File: src/rtl/hfe_pkg.sv
package hfe_pkg;
  localparam int WORD_W = 32;

  // control word bit positions
  localparam int CTRL_ORDY    = 0;
  localparam int CTRL_IRDY    = 1;
  localparam int CTRL_ALGO    = 2;
  localparam int CTRL_INIT    = 3;
  localparam int CTRL_CLOSE   = 4;
  localparam int CTRL_LEN_LSB = 5;

  // config word bit positions
  localparam int CFG_IDLE  = 0;
  localparam int CFG_SRST  = 1;
  localparam int CFG_IRQEN = 2;
  localparam int CFG_DMAEN = 3;

  typedef enum logic [1:0] {S_IDLE, S_FILL, S_LAUNCH, S_WAIT} seq_state_e;

  function automatic logic [WORD_W-1:0] bswap32(input logic [WORD_W-1:0] w);
    return {w[7:0], w[15:8], w[23:16], w[31:24]};
  endfunction
endpackage

File: src/rtl/hfe_blkbuf.sv
module hfe_blkbuf import hfe_pkg::*; #(
  parameter int BLK_WORDS = 16,
  localparam int IDX_W = $clog2(BLK_WORDS),
  localparam int BLK_W = BLK_WORDS * WORD_W
) (
  input  logic              clk,
  input  logic              rst_n,
  input  logic              clr,
  input  logic              wr_en,
  input  logic [IDX_W-1:0]  wr_idx,
  input  logic [WORD_W-1:0] wr_data,
  output logic [BLK_W-1:0]  blk
);
  for (genvar g = 0; g < BLK_WORDS; g++) begin : g_word
    logic [WORD_W-1:0] w_q;
    always_ff @(posedge clk or negedge rst_n) begin
      if (!rst_n)                                 w_q <= '0;
      else if (clr)                               w_q <= '0;
      else if (wr_en && wr_idx == IDX_W'(g))      w_q <= wr_data;
    end
    assign blk[g*WORD_W +: WORD_W] = w_q;
  end
endmodule

File: src/rtl/hfe_seq.sv
module hfe_seq import hfe_pkg::*; #(
  parameter int BLK_WORDS = 16,
  parameter int LEN_W = 27,
  localparam int IDX_W = $clog2(BLK_WORDS),
  localparam int BLK_BYTES = BLK_WORDS * 4,
  localparam int BLEN_W = $clog2(BLK_BYTES) + 1
) (
  input  logic              clk,
  input  logic              rst_n,
  input  logic              flush,
  input  logic              seg_go,
  input  logic              seg_stop,
  input  logic [LEN_W-1:0]  seg_len,
  input  logic              seg_init,
  input  logic              seg_close,
  input  logic              din_wr,
  input  logic [IDX_W-1:0]  din_idx,
  input  logic              start_ready,
  input  logic              done_valid,
  output logic              in_rdy,
  output logic              start_valid,
  output logic [BLEN_W-1:0] blk_len,
  output logic              core_init,
  output logic              core_last,
  output logic              blk_done,
  output logic              seg_done
);
  localparam int CMP_W = LEN_W + 2;

  seq_state_e       st_q;
  logic [LEN_W-1:0] rem_q;
  logic [BLEN_W-1:0] blen_q;
  logic             init_q, close_q, last_q;

  logic [CMP_W-1:0] seen, rem_ext;
  logic             full_blk, fire, ctl_hit;
  logic [BLEN_W-1:0] cur_blen;

  assign rem_ext  = CMP_W'(rem_q);
  assign seen     = CMP_W'({din_idx, 2'b00}) + CMP_W'(4);
  assign full_blk = rem_ext >= CMP_W'(BLK_BYTES);
  assign cur_blen = full_blk ? BLEN_W'(BLK_BYTES) : rem_q[BLEN_W-1:0];
  assign fire     = (st_q == S_FILL) && din_wr &&
                    (din_idx == IDX_W'(BLK_WORDS - 1) || seen >= rem_ext);
  assign ctl_hit  = flush || seg_stop || seg_go;

  always_ff @(posedge clk or negedge rst_n) begin
    if (!rst_n) begin
      st_q <= S_IDLE; rem_q <= '0; blen_q <= '0;
      init_q <= 1'b0; close_q <= 1'b0; last_q <= 1'b0;
    end else if (flush || seg_stop) begin
      st_q <= S_IDLE;
    end else if (seg_go) begin
      st_q    <= S_FILL;
      rem_q   <= seg_len;
      init_q  <= seg_init;
      close_q <= seg_close;
    end else begin
      unique case (st_q)
        S_FILL: if (fire) begin
          blen_q <= cur_blen;
          last_q <= close_q && (rem_ext <= CMP_W'(BLK_BYTES));
          st_q   <= S_LAUNCH;
        end
        S_LAUNCH: if (start_ready) st_q <= S_WAIT;
        S_WAIT: if (done_valid) begin
          init_q <= 1'b0;
          rem_q  <= rem_q - LEN_W'(blen_q);
          st_q   <= (rem_q == LEN_W'(blen_q)) ? S_IDLE : S_FILL;
        end
        default: ;
      endcase
    end
  end

  assign in_rdy      = (st_q == S_FILL);
  assign start_valid = (st_q == S_LAUNCH);
  assign blk_len     = blen_q;
  assign core_init   = init_q;
  assign core_last   = last_q;
  assign blk_done    = (st_q == S_WAIT) && done_valid && !ctl_hit;
  assign seg_done    = blk_done && (rem_q == LEN_W'(blen_q));
endmodule

File: src/rtl/hfe_top.sv
module hfe_top import hfe_pkg::*; #(
  parameter int ADDR_W    = 7,
  parameter int DIG_WORDS = 5,
  parameter int BLK_WORDS = 16,
  parameter logic [3:0] REV_MAJOR = 4'd2,
  parameter logic [3:0] REV_MINOR = 4'd1,
  localparam int DIG_W     = DIG_WORDS * WORD_W,
  localparam int BLK_W     = BLK_WORDS * WORD_W,
  localparam int BLEN_W    = $clog2(BLK_WORDS * 4) + 1,
  localparam int LEN_W     = WORD_W - CTRL_LEN_LSB
) (
  input  logic              clk,
  input  logic              rst_n,
  input  logic              req_valid,
  output logic              req_ready,
  input  logic              req_write,
  input  logic [ADDR_W-1:0] req_addr,
  input  logic [WORD_W-1:0] req_wdata,
  output logic              rsp_valid,
  output logic [WORD_W-1:0] rsp_rdata,
  output logic              core_start_valid,
  input  logic              core_start_ready,
  output logic              core_algo,
  output logic              core_init,
  output logic              core_last,
  output logic [BLEN_W-1:0] core_len,
  output logic [WORD_W-1:0] core_total,
  output logic [DIG_W-1:0]  core_digest_in,
  output logic [BLK_W-1:0]  core_block,
  input  logic              core_done_valid,
  input  logic [DIG_W-1:0]  core_digest_out,
  output logic              irq_n,
  output logic              dma_req
);
  localparam int WIDX_W   = ADDR_W - 2;
  localparam int IDX_W    = $clog2(BLK_WORDS);
  localparam int IDX_CNT  = DIG_WORDS;
  localparam int IDX_CTRL = DIG_WORDS + 1;
  localparam int IDX_DIN  = DIG_WORDS + 2;
  localparam int IDX_REV  = IDX_DIN + BLK_WORDS;
  localparam int IDX_CFG  = IDX_REV + 1;
  localparam int IDX_STAT = IDX_CFG + 1;

  // ---------------- decode ----------------
  logic [WIDX_W-1:0] widx;
  logic aligned, wr, rd, ctrl_wr, cfg_wr, cnt_wr, din_hit, din_wr, srst_wr;
  logic seg_go, seg_stop;
  logic [IDX_W-1:0] din_idx;

  assign req_ready = 1'b1;
  assign widx      = req_addr[ADDR_W-1:2];
  assign aligned   = (req_addr[1:0] == 2'b00);
  assign wr        = req_valid && req_write && aligned;
  assign rd        = req_valid && !req_write;
  assign ctrl_wr   = wr && (int'(widx) == IDX_CTRL);
  assign cfg_wr    = wr && (int'(widx) == IDX_CFG);
  assign cnt_wr    = wr && (int'(widx) == IDX_CNT);
  assign din_hit   = (int'(widx) >= IDX_DIN) && (int'(widx) < IDX_REV);
  assign din_idx   = IDX_W'(int'(widx) - IDX_DIN);
  assign srst_wr   = cfg_wr && req_wdata[CFG_SRST];
  assign seg_go    = ctrl_wr && (req_wdata[WORD_W-1:CTRL_LEN_LSB] != '0);
  assign seg_stop  = ctrl_wr && (req_wdata[WORD_W-1:CTRL_LEN_LSB] == '0);

  // ---------------- state ----------------
  logic algo_q, init_q, close_q, ordy_q, idle_q, irqen_q, dmaen_q, rst_done_q;
  logic [LEN_W-1:0]  len_q;
  logic [WORD_W-1:0] cnt_q;
  logic in_rdy, blk_done, seg_done;
  logic [BLEN_W-1:0] blk_len;

  assign din_wr = wr && din_hit && in_rdy;

  hfe_seq #(.BLK_WORDS(BLK_WORDS), .LEN_W(LEN_W)) u_seq (
    .clk(clk), .rst_n(rst_n), .flush(srst_wr),
    .seg_go(seg_go), .seg_stop(seg_stop),
    .seg_len(req_wdata[WORD_W-1:CTRL_LEN_LSB]),
    .seg_init(req_wdata[CTRL_INIT]), .seg_close(req_wdata[CTRL_CLOSE]),
    .din_wr(din_wr), .din_idx(din_idx),
    .start_ready(core_start_ready), .done_valid(core_done_valid),
    .in_rdy(in_rdy), .start_valid(core_start_valid), .blk_len(blk_len),
    .core_init(core_init), .core_last(core_last),
    .blk_done(blk_done), .seg_done(seg_done)
  );

  hfe_blkbuf #(.BLK_WORDS(BLK_WORDS)) u_buf (
    .clk(clk), .rst_n(rst_n), .clr(seg_go || srst_wr || blk_done),
    .wr_en(din_wr), .wr_idx(din_idx), .wr_data(req_wdata), .blk(core_block)
  );

  // digest context, held in core word order; host view swapped for SHA-1
  logic [DIG_W-1:0] dig_host;
  for (genvar g = 0; g < DIG_WORDS; g++) begin : g_dig
    logic [WORD_W-1:0] d_q;
    always_ff @(posedge clk or negedge rst_n) begin
      if (!rst_n)        d_q <= '0;
      else if (srst_wr)  d_q <= '0;
      else if (blk_done) d_q <= core_digest_out[g*WORD_W +: WORD_W];
      else if (wr && widx == WIDX_W'(g))
        d_q <= algo_q ? bswap32(req_wdata) : req_wdata;
    end
    assign core_digest_in[g*WORD_W +: WORD_W] = d_q;
    assign dig_host[g*WORD_W +: WORD_W]       = algo_q ? bswap32(d_q) : d_q;
  end

  always_ff @(posedge clk or negedge rst_n) begin
    if (!rst_n) begin
      algo_q <= 1'b0; init_q <= 1'b0; close_q <= 1'b0; len_q <= '0;
      ordy_q <= 1'b0; idle_q <= 1'b0; irqen_q <= 1'b0; dmaen_q <= 1'b0;
      cnt_q <= '0; rst_done_q <= 1'b1;
    end else begin
      rst_done_q <= !srst_wr;
      if (srst_wr) begin
        algo_q <= 1'b0; init_q <= 1'b0; close_q <= 1'b0; len_q <= '0;
        ordy_q <= 1'b0; idle_q <= 1'b0; irqen_q <= 1'b0; dmaen_q <= 1'b0;
        cnt_q <= '0;
      end else begin
        if (ctrl_wr) begin
          algo_q  <= req_wdata[CTRL_ALGO];
          init_q  <= req_wdata[CTRL_INIT];
          close_q <= req_wdata[CTRL_CLOSE];
          len_q   <= req_wdata[WORD_W-1:CTRL_LEN_LSB];
        end
        if (seg_done)                             ordy_q <= 1'b1;
        else if (ctrl_wr && req_wdata[CTRL_ORDY]) ordy_q <= 1'b0;
        if (cfg_wr) begin
          idle_q  <= req_wdata[CFG_IDLE];
          irqen_q <= req_wdata[CFG_IRQEN];
          dmaen_q <= req_wdata[CFG_DMAEN];
        end
        if (blk_done)    cnt_q <= cnt_q + WORD_W'(blk_len);
        else if (cnt_wr) cnt_q <= req_wdata;
      end
    end
  end

  // ---------------- read path ----------------
  logic [WORD_W-1:0] rd_word;
  always_comb begin
    rd_word = '0;
    if (!aligned)                       rd_word = '0;
    else if (int'(widx) < DIG_WORDS)    rd_word = dig_host[int'(widx)*WORD_W +: WORD_W];
    else if (int'(widx) == IDX_CNT)     rd_word = cnt_q;
    else if (int'(widx) == IDX_CTRL)    rd_word = {len_q, close_q, init_q, algo_q, in_rdy, ordy_q};
    else if (int'(widx) == IDX_REV)     rd_word = WORD_W'({REV_MAJOR, REV_MINOR});
    else if (int'(widx) == IDX_CFG)     rd_word = WORD_W'({dmaen_q, irqen_q, 1'b0, idle_q});
    else if (int'(widx) == IDX_STAT)    rd_word = WORD_W'(rst_done_q);
  end

  always_ff @(posedge clk or negedge rst_n) begin
    if (!rst_n) begin
      rsp_valid <= 1'b0; rsp_rdata <= '0;
    end else begin
      rsp_valid <= rd;
      if (rd) rsp_rdata <= rd_word;
    end
  end

  assign core_algo  = algo_q;
  assign core_len   = blk_len;
  assign core_total = cnt_q + WORD_W'(blk_len);
  assign irq_n      = !(ordy_q && irqen_q);
  assign dma_req    = dmaen_q && in_rdy;
endmodule

File: config.mk
export PLATFORM = sky130hd
export DESIGN_NAME = hfe_top
export DESIGN_NICKNAME = d
export VERILOG_FILES = /design/src/rtl/hfe_pkg.sv /design/src/rtl/hfe_blkbuf.sv /design/src/rtl/hfe_seq.sv /design/src/rtl/hfe_top.sv
export SDC_FILE = /design/constraint.sdc
export NUM_CORES = 2
export LEC_CHECK = 0
export BUFFER_PORTS_ARGS = -buffer_cell sky130_fd_sc_hd__buf_4
export CAP_MARGIN = 20
export CORE_AREA = 2 2 376 378
export DETAILED_ROUTE_END_ITERATION = 8
export DIE_AREA = 0 0 378 380
export HOLD_SLACK_MARGIN = 0.06
export SKIP_CTS_REPAIR_TIMING = 1
export SLEW_MARGIN = 20
export SYNTH_ARGS = -nofsm -noshare
export SYNTH_HDL_FRONTEND = slang
export SYNTH_SLANG_ARGS = --single-unit
export TNS_END_PERCENT = 30
File: constraint.sdc
create_clock -name clk -period 7.4 [get_ports clk]
set_clock_uncertainty 0.05 [all_clocks]
set_input_delay 1.48 -clock clk [delete_from_list [all_inputs] [get_ports clk]]
set_output_delay 1.48 -clock clk [all_outputs]
set_load 0.03 [all_outputs]
## Word-level counts from Yosys, hierarchy flattened

Cells that the tools add are included.

| cells by class | value |
|---|---|
| add/subtract/negate cells | 4 |
| magnitude comparators | 6 |
| equal/unequal tests | 31 |
| bitwise operators | 2 |
| mux-type cells | 94 |
| reductions and logical operators | 88 |
| shift operators | 1 |

Operators with widths:

| cell | count |
|---|---|
| $mux W32 | 60 |
| $shiftx A160 B11 Y32 | 1 |
| $mux W27 | 5 |
| $logic_and A1 B1 Y1 | 42 |
| $reduce_bool A2 Y1 | 20 |
| $add A32 B7 Y32 | 1 |
| $eq A4 B4 Y1 const B | 8 |
| $ge A29 B27 Y1 | 1 |
| $eq A27 B7 Y1 | 1 |
| $ge A27 B7 Y1 const B | 1 |
| $le A27 B7 Y1 const B | 1 |
| $logic_not A27 Y1 | 1 |
| $reduce_bool A27 Y1 | 1 |
| $sub A27 B7 Y27 | 1 |
| $reduce_bool A3 Y1 | 7 |
| $eq A5 B4 Y1 const B | 4 |
| $mux W1 | 20 |
| $eq A4 B3 Y1 const B | 4 |
| $eq A5 B2 Y1 const B | 2 |
| $mux W2 | 5 |
| $eq A4 B2 Y1 const B | 2 |
| $reduce_and A4 Y1 | 2 |
| $add A6 B3 Y7 const B | 1 |
| $mux W7 | 1 |
| other kinds (25) | 34 |

| word-level totals | value |
|---|---|
| bits in registers | 811 |
| word-level logic and storage cells | 265 |
| output and inout port bits | 751 |
| input bits | 205 |

## Longest topological paths before layout

| logic depth | value |
|---|---|
| depth after elaboration | 11 |
| mapped depth | 15 |
| depth with buffers taken out | 13 |

## Hierarchy

Synthesis repeated with hierarchy kept, for this count alone.

| second synthesis, totals | value |
|---|---|
| cells, all modules | 3742 |
| area, all modules | 41955.2 um^2 |

Modules (own cells, without submodules):

| module | area an instance (um^2) | cells each | seq. area each (um^2) | instances |
|---|---|---|---|---|
| hfe_blkbuf | 22509.1 | 1772 | 12812.3 | 1 |
| hfe_top | 16678.5 | 1635 | 6507.5 | 1 |
| hfe_seq | 2767.7 | 335 | 975.9 | 1 |

## Least setup slack after synthesis

No wires, ideal clock.

| timing path | value |
|---|---|
| kind | in2reg |
| start point | input port req_addr[2] |
| end point | register u_seq.blen_q[0] (netlist: u_seq.blk_len[0]) |
| setup slack | 3.085 ns |
| cell stages on the path | 14 |
| path buffers | 2 |
| arrival time | 4.138 ns |
| library setup time | 0.127 ns |
| required time | 7.223 ns |
| path through | buf_2 buf_2 inv_1 ha_1 nor3b_1 a21oi_1 xnor2_1 ha_1 a21o_1 a21oi_1 o21ai_0 a31oi_1 nor3_4 mux2_1 |

| between the ends | value |
|---|---|
| word-level cells in the longest chain between the ends | 7 |
| elaborated cells on any way between the ends | 23 |
| those cells by class | add/sub: 2; order compare: 3; eq/ne: 3; bitwise: 2; reduce/logical: 13 |

Ends and longest elaborated chain:

| what | RTL line | RTL |
|---|---|---|
| from (decl) | hfe_top.sv:17 | `input logic [ADDR_W-1:0] req_addr,` |
| parallel branches: the longest is 6 deep, another holds $ge A29 B27 Y1 | -- |  |
| $reduce_and A4 Y1 (no source line) (*) | -- |  |
| to (signal assigned) | hfe_seq.sv:61 | `blen_q <= cur_blen;` |
| to (decl) | hfe_seq.sv:32 | `logic [BLEN_W-1:0] blen_q;` |

Every way passes the cells marked *.
A chain may end at the register's enable or synchronous reset.

## Worst setup path in the final report

| timing path | value |
|---|---|
| start point | register cnt_q[4] |
| end point | output port core_total[29] |

| between the ends | value |
|---|---|
| word-level cells in the longest chain between the ends | 1 |

Ends and longest elaborated chain:

| what | RTL line | RTL |
|---|---|---|
| from (decl) | hfe_top.sv:67 | `logic [WORD_W-1:0] cnt_q;` |
| from (signal assigned) | hfe_top.sv:130 | `if (blk_done) cnt_q <= cnt_q + WORD_W'(blk_len);` |
| from (signal assigned) | hfe_top.sv:131 | `else if (cnt_wr) cnt_q <= req_wdata;` |
| $add A32 B7 Y32 | hfe_top.sv:160 | `assign core_total = cnt_q + WORD_W'(blk_len);` |
| to (decl) | hfe_top.sv:27 | `output logic [WORD_W-1:0] core_total,` |

Every way passes these cells.

==> impl_results.md <==
* Status: completed
* Number of buffers created by CTS at 95
* Endpoints failing hold at 0
* Via density at 5.27
* I/O pin cnt at around 960
* Deepest clock path buffer count at 3
* Seq/Total Area, Yosys at 0.529
* Fin crit share at 0.715
* Critical Path Source Type: flop
* Cell Area, Placed at between 40000 and 50000 um^2
* Flop and latch count out of synthesis at 811
* Synth unique cells at 79
* Critical path arrival at 3.76 ns
* Total of max-cap violations at 0
* Starting Density at 0.275
* Final #Nets at a little under 5000
* Synth Area in Simple Gates at 0.141
* Post-DR wirelength/cell at 28.5 um
* Mapped Nets at 4186
* Multi-input logic area at 16500 um^2
* Synth Area in Compound Gates at 0.152
* Std-Cell Rows at 137
* Area Growth Syn to Fin at 31.5%
* Largest net degree at the start of global routing at ~150
* CORE AREA at 139000 um^2
* Clk root buf: clkbuf_16
* Mux contribution to synthesized area at 0.116
* Fin area at 50400 um^2
* Die area at 144000 um^2
* Mapped Cells at approximately 4000
* Worst Tran Pin Value at 1.11 ns
* Initial antenna violation count at 8
* Cell Area, Synth at ~38000 um^2
* Via count of the first global-routing pass at 34500
* Clock sink count at 811
* Main combinational cell family by area after synthesis: compound AO/OA/AOI/OAI gates
* Skew-Pair Late Insertion Delay at 0.72 ns
* Critical path class: reg2out
* Worst hold slack at 0.434 ns
* Height of the chip at ~380 um
* Critical-path maximum fanout at 23
* Max Clk Rate at around 0.19 GHz
* First-pass GRT wire length at 265000 um
* GP Congestion at 0.940
* Leakage at 24.6 nW
* Most common cell after layout, fill and taps aside: buf_4
* VDD IR max at 0.000184 V
* Nature of the critical path endpoint: output port
* Share of cells above drive strength 1 at 0.270
* Fin Setup TNS at 0 ns
* Sequential cell area at 20300 um^2
* Max transition margin at 0.256
* Overflow after GRT at 0
* DRT Pass-1 Iters at 6
* GRT Total Usage at 0.257
* XOR/XNOR Fraction of Synth Area at 0.00800
* Routed Wire Length at between 150000 and 200000 um
* Worst min-delay path category: reg2reg
* Fill count at ~14000
* Worst-path clk slew at approximately 0.06 ns
* Synth async-reset ratio at 1.00
* Main flop type after synthesis: dfrtp_1
* Yosys Warn Count at 0
* Fin util at 0.362
* CTS tree: done
* Slew Limit Fails at 0
* DRT antenna net count at 0
* Detail Placement HPWL at 127000 um
* Die W at 378 um
* DRC at 0
* Syn avg cell area at 9.70 um^2
* Minimum clock period at 5.29 ns
* Number of synthesized flops with an enable pin at 0
* Pwr per Cell Area at 300 nW/um^2
* CTS H-tree depth at 3
* Vias at 35200
* Adder-Cell Fraction of Synth Area at 0.00920
* Critical Path RT at between 5 and 6 ns
* Iteration-0 DRC Markers at 3458
* Final setup vio count at 0
* Port bufs at 954
* RSZ-0062 raised after global routing: no
* Commonest non-fill, non-tap cells in the layout: 1011 x buf_4, 809 x dfrtp_1, 721 x nand2_1
metrics by stage:
step | power (W) | instances | setup WS (ns)
detailed placement | 0.0101 | 6489 | 1.85
floorplan | 0.00797 | 3954 | 3.08
finish | 0.0151 | 6676 | 2.11
global placement | 0.0101 | 6489 | 1.86
global route | 0.0156 | 6668 | 2.00
CTS | 0.0152 | 6665 | 2.09
area by class of cell:
type	count	area share
Sequential cell	811	0.403
Multi-Input combinational cell	2750	0.326
Timing Repair Buffer	1025	0.156
Clock buffer	132	0.0547
Tap cell	1876	0.0466
Clock inverter	44	0.0113
Inverter	27	0.00201
Antenna cell	11	0.000546
registers in the layout, summed over array words and instances, names as in the netlist, 2 cells and up:
register and cells:
u_seq.st_q 2, rsp_rdata 32, cnt_q 32, u_seq.blk_len 7, u_buf.g_word.w_q 512, g_dig.d_q 160, len_q 27, u_seq.rem_q 27
routing by layer:
| metal | track usage | vias up | share of wire |
|---|---|---|---|
| li1 | - | 15100 | - |
| met1 | 0.307 | 17700 | 0.38 |
| met2 | 0.404 | 1889 | 0.46 |
| met3 | 0.0778 | 479 | 0.098 |
| met4 | 0.158 | 4 | 0.068 |
| met5 | 0.00573 | - | 0.00059 |
worst max-delay path: stages, from the launching register on:
cell      delay (ns)
dfrtp_1         0.45
ha_1            0.39
nand2_1         0.12
or3_1           0.43
a211oi_2        0.43
buf_4           0.39
nand2_1         0.10
nor2_1          0.13
xor2_1          0.36
buf_4           0.24
cells in the mapped netlist, types with 7 or more instances:
| master | number | area share |
|---|---|---|
| a211oi_1 | 9 | 0.0018 |
| a21o_1 | 15 | 0.0029 |
| a21oi_1 | 351 | 0.046 |
| a221o_1 | 34 | 0.0089 |
| a22o_1 | 10 | 0.0023 |
| a31oi_1 | 25 | 0.0041 |
| and2_1 | 11 | 0.0018 |
| and3_1 | 19 | 0.0031 |
| buf_1 | 10 | 0.00098 |
| buf_2 | 174 | 0.023 |
| clkbuf_1 | 177 | 0.017 |
| dfrtp_1 | 810 | 0.53 |
| ha_1 | 25 | 0.0082 |
| inv_1 | 26 | 0.0025 |
| mux2_2 | 32 | 0.0094 |
| mux2i_1 | 333 | 0.087 |
| mux4_2 | 32 | 0.019 |
| nand2_1 | 721 | 0.071 |
| nand3_1 | 36 | 0.0047 |
| nand4_1 | 7 | 0.0011 |
| nor2_1 | 451 | 0.044 |
| nor3_1 | 12 | 0.0016 |
| nor3b_1 | 7 | 0.0014 |
| nor4_1 | 14 | 0.0023 |
| o21a_1 | 134 | 0.026 |
| o21ai_0 | 189 | 0.025 |
| o21ai_1 | 53 | 0.0069 |
| o22ai_1 | 33 | 0.0054 |
| o311ai_1 | 22 | 0.0050 |
| o31ai_1 | 38 | 0.0074 |
| or3_1 | 10 | 0.0016 |
| xnor2_1 | 28 | 0.0064 |
| xor2_1 | 7 | 0.0016 |
worst paths after layout:
check / to / slack, ns / startpoint / depth (start not counted)
setup reg to reg: u_buf.g_word[5].w_q[7] / 3.99 / u_seq.st_q[1] / 6
min in group asynchronous: u_buf.g_word[10].w_q[5] / 0.73 / rst_n / 1
max in group asynchronous: u_buf.g_word[7].w_q[0] / 5.02 / rst_n / 2
hold / removal: rsp_rdata[11] / 0.43 / rsp_rdata[11] / 2
setup / recovery: core_total[29] / 2.11 / cnt_q[4] / 9
hold reg to reg: rsp_rdata[11] / 0.43 / rsp_rdata[11] / 2
power by group:
| group | switching, W | internal (W) |
|---|---|---|
| logic | 0.00292 | 0.00160 |
| clock network | 0.00206 | 0.00296 |
| registers | 0.000641 | 0.00496 |
| total | 0.00562 | 0.00953 |
kinds of logic after synthesis:
| logic type | count (synthesis) |
|---|---|
| fa+ha+maj | 27 |
| mux | 399 |
| other cells | 1 |
| simple gates | 1330 |
| compound gates | 958 |
| buf+inv | 393 |
| xor+xnor | 35 |
| flops | 811 |
(Power assumes the default switching activity.)
